===== src/rtl/quad_cnt_pkg.sv =====
package quad_cnt_pkg;
  typedef enum logic [1:0] {
    STEP_NONE = 2'b00,
    STEP_UP   = 2'b01,
    STEP_DN   = 2'b10
  } step_e;
endpackage


===== src/rtl/qc_rst_sync.sv =====
module qc_rst_sync #(
  parameter int STAGES = 2
) (
  input  logic clk,
  input  logic rst_n,
  output logic rst_n_sync
);
  logic [STAGES-1:0] chain_q;

  always_ff @(posedge clk or negedge rst_n) begin
    if (!rst_n) chain_q <= '0;
    else        chain_q <= {chain_q[STAGES-2:0], 1'b1};
  end

  assign rst_n_sync = chain_q[STAGES-1];
endmodule


===== src/rtl/qc_input_sync.sv =====
module qc_input_sync #(
  parameter int WIDTH  = 3,
  parameter int STAGES = 2
) (
  input  logic             clk,
  input  logic             rst_n,
  input  logic [WIDTH-1:0] din,
  output logic [WIDTH-1:0] dout
);
  logic [WIDTH-1:0] stage_q [STAGES];

  generate
    for (genvar s = 0; s < STAGES; s++) begin : g_stage
      if (s == 0) begin : g_first
        always_ff @(posedge clk or negedge rst_n) begin
          if (!rst_n) stage_q[0] <= '0;
          else        stage_q[0] <= din;
        end
      end else begin : g_next
        always_ff @(posedge clk or negedge rst_n) begin
          if (!rst_n) stage_q[s] <= '0;
          else        stage_q[s] <= stage_q[s-1];
        end
      end
    end
  endgenerate

  assign dout = stage_q[STAGES-1];
endmodule


===== src/rtl/qc_step_decoder.sv =====
module qc_step_decoder
  import quad_cnt_pkg::*;
(
  input  logic  clk,
  input  logic  rst_n,
  input  logic  a_s,
  input  logic  b_s,
  input  logic  gate_act,
  input  logic  mode_updn,
  input  logic  dir_rev,
  output step_e step,
  output logic  illegal
);
  logic [1:0] prev_q;
  logic [1:0] prev_d;
  logic       raw_up;
  logic       raw_dn;
  logic       raw_bad;

  // Previous sample always follows the tracks, so gated edges are dropped.
  assign prev_d = {a_s, b_s};

  always_ff @(posedge clk or negedge rst_n) begin
    if (!rst_n) prev_q <= 2'b00;
    else        prev_q <= prev_d;
  end

  always_comb begin
    raw_up  = 1'b0;
    raw_dn  = 1'b0;
    raw_bad = 1'b0;
    if (mode_updn) begin
      if (a_s && !prev_q[1]) begin
        raw_up = !b_s;
        raw_dn = b_s;
      end
    end else begin
      unique case ({prev_q, a_s, b_s})
        4'b0010, 4'b1011, 4'b1101, 4'b0100: raw_up  = 1'b1;
        4'b0001, 4'b0111, 4'b1110, 4'b1000: raw_dn  = 1'b1;
        4'b0011, 4'b1100, 4'b0110, 4'b1001: raw_bad = 1'b1;
        default: ;
      endcase
    end
  end

  always_comb begin
    step    = STEP_NONE;
    illegal = 1'b0;
    if (!gate_act) begin
      illegal = raw_bad;
      if (raw_up)      step = dir_rev ? STEP_DN : STEP_UP;
      else if (raw_dn) step = dir_rev ? STEP_UP : STEP_DN;
    end
  end
endmodule


===== src/rtl/qc_counter_core.sv =====
module qc_counter_core
  import quad_cnt_pkg::*;
#(
  parameter int CNT_W = 16
) (
  input  logic             clk,
  input  logic             rst_n,
  input  step_e            step,
  input  logic             illegal,
  input  logic             clr,
  input  logic             load_en,
  input  logic [CNT_W-1:0] load_val,
  input  logic             rst_src_en,
  output logic [CNT_W-1:0] count,
  output logic             ovf_flag,
  output logic             unf_flag,
  output logic             quad_err
);
  localparam logic [CNT_W-1:0] CNT_MAX   = '1;
  localparam logic [CNT_W-1:0] ONE_THIRD = CNT_MAX / CNT_W'(3);
  localparam logic [CNT_W:0]   TWO_X     = {CNT_MAX, 1'b0};
  localparam logic [CNT_W:0]   TWO_T_EXT = TWO_X / (CNT_W+1)'(3);
  localparam logic [CNT_W-1:0] TWO_THIRD = TWO_T_EXT[CNT_W-1:0];

  logic [CNT_W-1:0] cnt_q, cnt_d;
  logic             ovf_q, ovf_d;
  logic             unf_q, unf_d;
  logic             err_q, err_d;
  logic             wrap_up, wrap_dn;

  always_comb begin
    cnt_d   = cnt_q;
    wrap_up = 1'b0;
    wrap_dn = 1'b0;
    if (clr) begin
      cnt_d = '0;
    end else if (load_en) begin
      cnt_d = load_val;
    end else if (step == STEP_UP) begin
      cnt_d   = cnt_q + CNT_W'(1);
      wrap_up = (cnt_q == CNT_MAX);
    end else if (step == STEP_DN) begin
      cnt_d   = cnt_q - CNT_W'(1);
      wrap_dn = (cnt_q == '0);
    end
  end

  always_comb begin
    if (rst_src_en)                       ovf_d = 1'b0;
    else if (wrap_up)                     ovf_d = 1'b1;
    else if (ovf_q && cnt_q > ONE_THIRD)  ovf_d = 1'b0;
    else                                  ovf_d = ovf_q;

    if (rst_src_en)                       unf_d = 1'b0;
    else if (wrap_dn)                     unf_d = 1'b1;
    else if (unf_q && cnt_q < TWO_THIRD)  unf_d = 1'b0;
    else                                  unf_d = unf_q;

    err_d = illegal;
  end

  always_ff @(posedge clk or negedge rst_n) begin
    if (!rst_n) begin
      cnt_q <= '0;
      ovf_q <= 1'b0;
      unf_q <= 1'b0;
      err_q <= 1'b0;
    end else begin
      cnt_q <= cnt_d;
      ovf_q <= ovf_d;
      unf_q <= unf_d;
      err_q <= err_d;
    end
  end

  assign count    = cnt_q;
  assign ovf_flag = ovf_q;
  assign unf_flag = unf_q;
  assign quad_err = err_q;
endmodule


===== src/rtl/quad_pos_counter.sv =====
module quad_pos_counter
  import quad_cnt_pkg::*;
#(
  parameter int CNT_W       = 16,
  parameter int SYNC_STAGES = 2
) (
  input  logic             clk,
  input  logic             rst_n,
  input  logic             trk_a,
  input  logic             trk_b,
  input  logic             gate_in,
  input  logic             gate_pol,
  input  logic             mode_updn,
  input  logic             dir_rev,
  input  logic             rst_src_en,
  input  logic             load_en,
  input  logic [CNT_W-1:0] load_val,
  input  logic             clr,
  output logic [CNT_W-1:0] count,
  output logic             ovf_flag,
  output logic             unf_flag,
  output logic             quad_err
);
  localparam int N_SYNC = 3;

  logic              rst_n_sync;
  logic [N_SYNC-1:0] raw_in;
  logic [N_SYNC-1:0] sync_in;
  logic              gate_act;
  step_e             step;
  logic              illegal;

  qc_rst_sync #(.STAGES(2)) u_rst (
    .clk        (clk),
    .rst_n      (rst_n),
    .rst_n_sync (rst_n_sync)
  );

  assign raw_in = {gate_in, trk_b, trk_a};

  qc_input_sync #(.WIDTH(N_SYNC), .STAGES(SYNC_STAGES)) u_sync (
    .clk   (clk),
    .rst_n (rst_n_sync),
    .din   (raw_in),
    .dout  (sync_in)
  );

  assign gate_act = (sync_in[2] == gate_pol);

  qc_step_decoder u_dec (
    .clk       (clk),
    .rst_n     (rst_n_sync),
    .a_s       (sync_in[0]),
    .b_s       (sync_in[1]),
    .gate_act  (gate_act),
    .mode_updn (mode_updn),
    .dir_rev   (dir_rev),
    .step      (step),
    .illegal   (illegal)
  );

  qc_counter_core #(.CNT_W(CNT_W)) u_core (
    .clk        (clk),
    .rst_n      (rst_n_sync),
    .step       (step),
    .illegal    (illegal),
    .clr        (clr),
    .load_en    (load_en),
    .load_val   (load_val),
    .rst_src_en (rst_src_en),
    .count      (count),
    .ovf_flag   (ovf_flag),
    .unf_flag   (unf_flag),
    .quad_err   (quad_err)
  );
endmodule


===== config.mk =====
export PLATFORM = sky130hd
export DESIGN_NAME = quad_pos_counter
export DESIGN_NICKNAME = d
export VERILOG_FILES = /design/src/rtl/quad_cnt_pkg.sv /design/src/rtl/qc_rst_sync.sv /design/src/rtl/qc_input_sync.sv /design/src/rtl/qc_step_decoder.sv /design/src/rtl/qc_counter_core.sv /design/src/rtl/quad_pos_counter.sv
export SDC_FILE = /design/constraint.sdc
export NUM_CORES = 1
export LEC_CHECK = 0
export ABC_CLOCK_PERIOD_IN_PS = 1100
export BUFFER_PORTS_ARGS = -buffer_cell sky130_fd_sc_hd__buf_2
export CELL_PAD_IN_SITES_DETAIL_PLACEMENT = 2
export CELL_PAD_IN_SITES_GLOBAL_PLACEMENT = 2
export CORE_MARGIN = 10
export CORE_UTILIZATION = 34
export CTS_BUF_LIST = sky130_fd_sc_hd__clkbuf_8
export CTS_CLUSTER_DIAMETER = 120
export DETAILED_ROUTE_END_ITERATION = 16
export PLACE_DENSITY_LB_ADDON = 0.1
export SLEW_MARGIN = 40
export SYNTH_ARGS = -nofsm -noshare
export SYNTH_HDL_FRONTEND = slang
export SYNTH_SLANG_ARGS = --single-unit

===== constraint.sdc =====
create_clock -name clk -period 1.1 [get_ports clk]
set_input_delay 0.055 -clock clk [delete_from_list [all_inputs] [get_ports clk]]
set_output_delay 0.055 -clock clk [all_outputs]
set_load 0.01 [all_outputs]

==> results of run 1 <==
metrics by stage:
stage	area, sq um	setup slack [ns]
2_1_floorplan	2330	-2.28
3_3_place_gp	3210	-2.37
3_5_place_dp	3210	-2.62
kinds of logic after synthesis:
group                    after synthesis  synth area share [%]
AND/OR/NAND/NOR                       76                  17.6
other                                  1                 0.171
XOR/XNOR                              21                  8.40
AO/OA/AOI/OAI                         85                  25.5
adder cells (fa/ha/maj)               18                  10.6
flip-flops                            29                  33.1
multiplexers                           4                  1.83
buffers and inverters                 16                  2.74
==> results.json, run 1 <==
{
  "status": "did not finish",
  "failed_stage": "clock tree synthesis (4_1_cts)",
  "firstError": "[ERROR DPL-0033] detailed placement checks failed during check placement.",
  "dieWidth_um": 100,
  "hold_buffers": 5,
  "yosys.area.top_type": "dfrtp_1",
  "cts_buffers": 5,
  "ctsRootBufferMaster": "clkbuf_8",
  "ys_ff_latch": 29,
  "cts.path.max_buffers": 2,
  "avgSynthCellArea_sq_um": 8.76,
  "die_h_um": 100,
  "htree_levels": 2,
  "synthCells": 250,
  "initial_utilization_pct": 34.7,
  "cts_sinks": 29,
  "pin_count": 46,
  "postCtsSetupRepairBufs": 17,
  "ys.flop_type": "dfrtp_1",
  "synth.distinct_cells": 50,
  "synth_edf_count": 0,
  "synth-async-reset-ratio_pct": 100,
  "netlist.area_leader.share_pct": 33.1,
  "ys_warn_count": 0,
  "cts_resized": 93,
  "io_buffers": 45,
  "yosys-top-cells-count": "a21oi_1, dfrtp_1, nand2_1",
  "synth_nets": 295,
  "gp_congestion": 0.810,
  "dp.cells": 443,
  "num_rows": 29,
  "synth_area_leaders": "dfrtp_1, ha_1, a21oi_1",
  "dp_hpwl_um": 8700,
  "syn_area_sq_um": 2190,
  "ys_seq_area_share_pct": 33.1
}
==> run 2: changes to the inputs <==
- CELL_PAD_IN_SITES_DETAIL_PLACEMENT: 2 -> default
- CELL_PAD_IN_SITES_GLOBAL_PLACEMENT: 2 -> default
- CORE_UTILIZATION: 34 -> 30
- CTS_BUF_LIST: sky130_fd_sc_hd__clkbuf_8 -> default
- CTS_CLUSTER_DIAMETER: 120 -> default
- PLACE_DENSITY_LB_ADDON: 0.1 -> 0.15
==> results.json, run 2 <==
{
  "status": "finished with violations",
  "failed_checks": "negative setup slack",
  "dieWidth_um": 105,
  "required_ns": 1.24,
  "synth_nets": 295,
  "ys_seq_area_share_pct": 33.1,
  "hold_viol": 0,
  "finalCritPeriodShare_pct": 329,
  "htree_levels": 2,
  "power.leakage_uw": 0.00187,
  "drive_gt1_share_pct": 57.5,
  "vias": 2577,
  "finalNetCount": 456,
  "fmax_ghz": 0.276,
  "final.setup_skew_ns": 0.00538,
  "cp_num_buf_inv": 3,
  "cap_violations": 0,
  "ys_ff_latch": 29,
  "max_slew.worst_pin.slew_ns": 0.501,
  "avgSynthCellArea_sq_um": 8.76,
  "clkLatencyLatePin_ns": 0.28,
  "post-route-util_pct": 57.5,
  "wl_per_cell_um": 16.8,
  "synth_edf_count": 0,
  "crit_family": "compound AO/OA/AOI/OAI gates",
  "antenna_found_initial": 0,
  "vdd_drop_max_uv": 542,
  "ys.flop_type": "dfrtp_1",
  "netlist.area_leader.share_pct": 33.1,
  "cp.depth": 16,
  "ant_nets": 0,
  "gp_congestion": 0.872,
  "io_buffers": 45,
  "grt_pass1_wl_um": 13800,
  "num_rows": 31,
  "setup_tns_ns": -41.53,
  "core_area_sq_um": 7180,
  "vias_per_cell": 5.04,
  "drt_wl_total_um": 8590,
  "layout_common_cells": "buf_4, buf_2, buf_6, dfrtp_1, nand2_1",
  "largest_reg_flops": 16,
  "start_kind": "flip-flop",
  "firstDrtPassIters": 4,
  "setup_ws_ns": -2.52,
  "final.min_clock_period_ns": 3.62,
  "fillers": 627,
  "initial_utilization_pct": 30.5,
  "synth_area_leaders": "dfrtp_1, ha_1, a21oi_1",
  "rsz0062_at_grt": "yes",
  "power_density_nw_per_um2": 1280,
  "synthCells": 250,
  "grt_pass1_vias": 2699,
  "grt_max_degree": 28,
  "pin_count": 46,
  "critPathArrivalTime_ns": 3.76,
  "dp_hpwl_um": 5990,
  "antennaDiodeCount": 0,
  "slew_headroom_pct": 66.5,
  "drt_iter0_drc": 133,
  "pre_cts_slack_ns": -2.57,
  "final-setup-viol-count": 18,
  "ys_warn_count": 0,
  "crit_slowest_cell": "dfrtp_2",
  "dieArea_sq_um": 11100,
  "drv_slew": 0,
  "worstSetupPathType": "reg2reg",
  "synth-async-reset-ratio_pct": 100,
  "cp-end-kind": "flip-flop",
  "critPathMaxStageDelay_ns": 0.45,
  "yosys-top-cells-count": "a21oi_1, dfrtp_1, nand2_1",
  "track_usage_pct": 15.1,
  "hp-class": "in2reg",
  "ctsRootBufferMaster": "clkbuf_8",
  "grt.overflow.total": 0,
  "final_common_cell": "buf_4",
  "syn_area_sq_um": 2190,
  "syn2layout_area_growth_pct": 88.5,
  "cts.path.max_buffers": 2,
  "synth.distinct_cells": 50,
  "drc": 0,
  "worstHoldPathCells": 3,
  "total_power_uw": 5290,
  "die_h_um": 105,
  "rr_worst_depth": 16,
  "cts_tree": "done",
  "crit_fanout": 6,
  "crit_chain": "nor4b_4 -> a31oi_1 -> o32ai_2 -> xor2_2 -> nand3_2 -> inv_2 -> ha_4 -> clkinvlp_4 -> buf_4 -> ha_4 -> nand3_2 -> and2_4 -> o21a_4 -> o41ai_2 -> xnor2_1 -> a2111oi_2",
  "cts_sinks": 29,
  "cts_buffers": 5,
  "clk_pin_slew_ns": 0.07,
  "yosys.area.top_type": "dfrtp_1"
}
-- run 2: cell counts after synthesis --
Identical to the previous run, type by type.
-- run 2: final timing paths --
kind / slack (ns) / startpoint / to
max: -2.52 / u_sync.dout[0]$_DFF_PN0_ / u_core.count[13]$_DFFE_PN0P_
min: 0.02 / load_val[3] / u_core.count[3]$_DFFE_PN0P_
max reg2reg: -2.52 / u_sync.dout[0]$_DFF_PN0_ / u_core.count[13]$_DFFE_PN0P_
min reg2reg: 0.22 / u_rst.chain_q[1]$_DFF_PN0_ / u_core.unf_flag$_DFFE_PN0P_
max in group asynchronous: 0.71 / u_rst.chain_q[1]$_DFF_PN0_ / u_dec.prev_q[0]$_DFF_PN0_
min in group asynchronous: 0.08 / rst_n / u_rst.chain_q[0]$_DFF_PN0_
-- run 2: metrics by stage --
| step | instances | instance area, sq um | hold slack, ns |
|---|---|---|---|
| 2_1_floorplan | 250 | 2330 | -0.241 |
| 3_3_place_gp | 465 | 3240 | -0.160 |
| 3_5_place_dp | 465 | 3240 | -0.155 |
| 4_1_cts | 506 | 3960 | 0.0148 |
| 5_1_grt | 511 | 4130 | 0.0245 |
| 6_report | 511 | 4130 | 0.0186 |
-- run 2: worst reg2reg max path, delay by kind of cell (launching register included) --
kind,cells,cell delay [ns]
AO/OA/AOI/OAI,5,1.10
AND/OR/NAND/NOR,4,0.66
flip-flops,1,0.45
buffers and inverters,3,0.44
adder cells (fa/ha/maj),2,0.43
XOR/XNOR,2,0.39
-- run 2: layout make-up --
cell class	instances	area, sq um	area share (%)
Multi-Input combinational cell	205	1830	44.3
Timing Repair Buffer	161	1290	31.2
Sequential cell	29	729	17.7
Tap cell	99	124	3.00
Clock buffer	7	86.3	2.09
Inverter	9	40.0	0.970
Clock inverter	1	30.0	0.727
-- run 2: routing by layer --
metal / GRT usage (%) / share of wire (%) / vias up / routed length (um)
li1: - / - / 1250 / -
met1: 18.7 / 44 / 1247 / 3810
met2: 25.7 / 49 / 68 / 4180
met3: 3.11 / 5.2 / 12 / 450
met4: 4.61 / 1.7 / 0 / 150
met5: 0 / 0 / - / 0
-- run 2: repair_timing --
action,4_1_cts,5_1_grt
setup buffers,62,12
pin swaps,31,19
cloned,1,0
hold buffers,5,0
hold endpoints to repair,7,0
gates resized for setup,69,32
endpoints found under the setup margin,19,26
-- run 2: cell families after synthesis --
| kind of cell | Yosys count | synth area share (%) |
|---|---|---|
| flip-flops | 29 | 33.1 |
| AO/OA/AOI/OAI | 85 | 25.5 |
| multiplexers | 4 | 1.83 |
| adder cells (fa/ha/maj) | 18 | 10.6 |
| buffers and inverters | 16 | 2.74 |
| other | 1 | 0.171 |
| XOR/XNOR | 21 | 8.40 |
| AND/OR/NAND/NOR | 76 | 17.6 |
-- run 2: where the power goes --
| group | switching [uW] | internal, uW |
|---|---|---|
| clock | 443 | 739 |
| sequential | 78.1 | 1140 |
| combinational | 1340 | 1550 |
| total | 1860 | 3430 |
(Power assumes the default switching activity.)
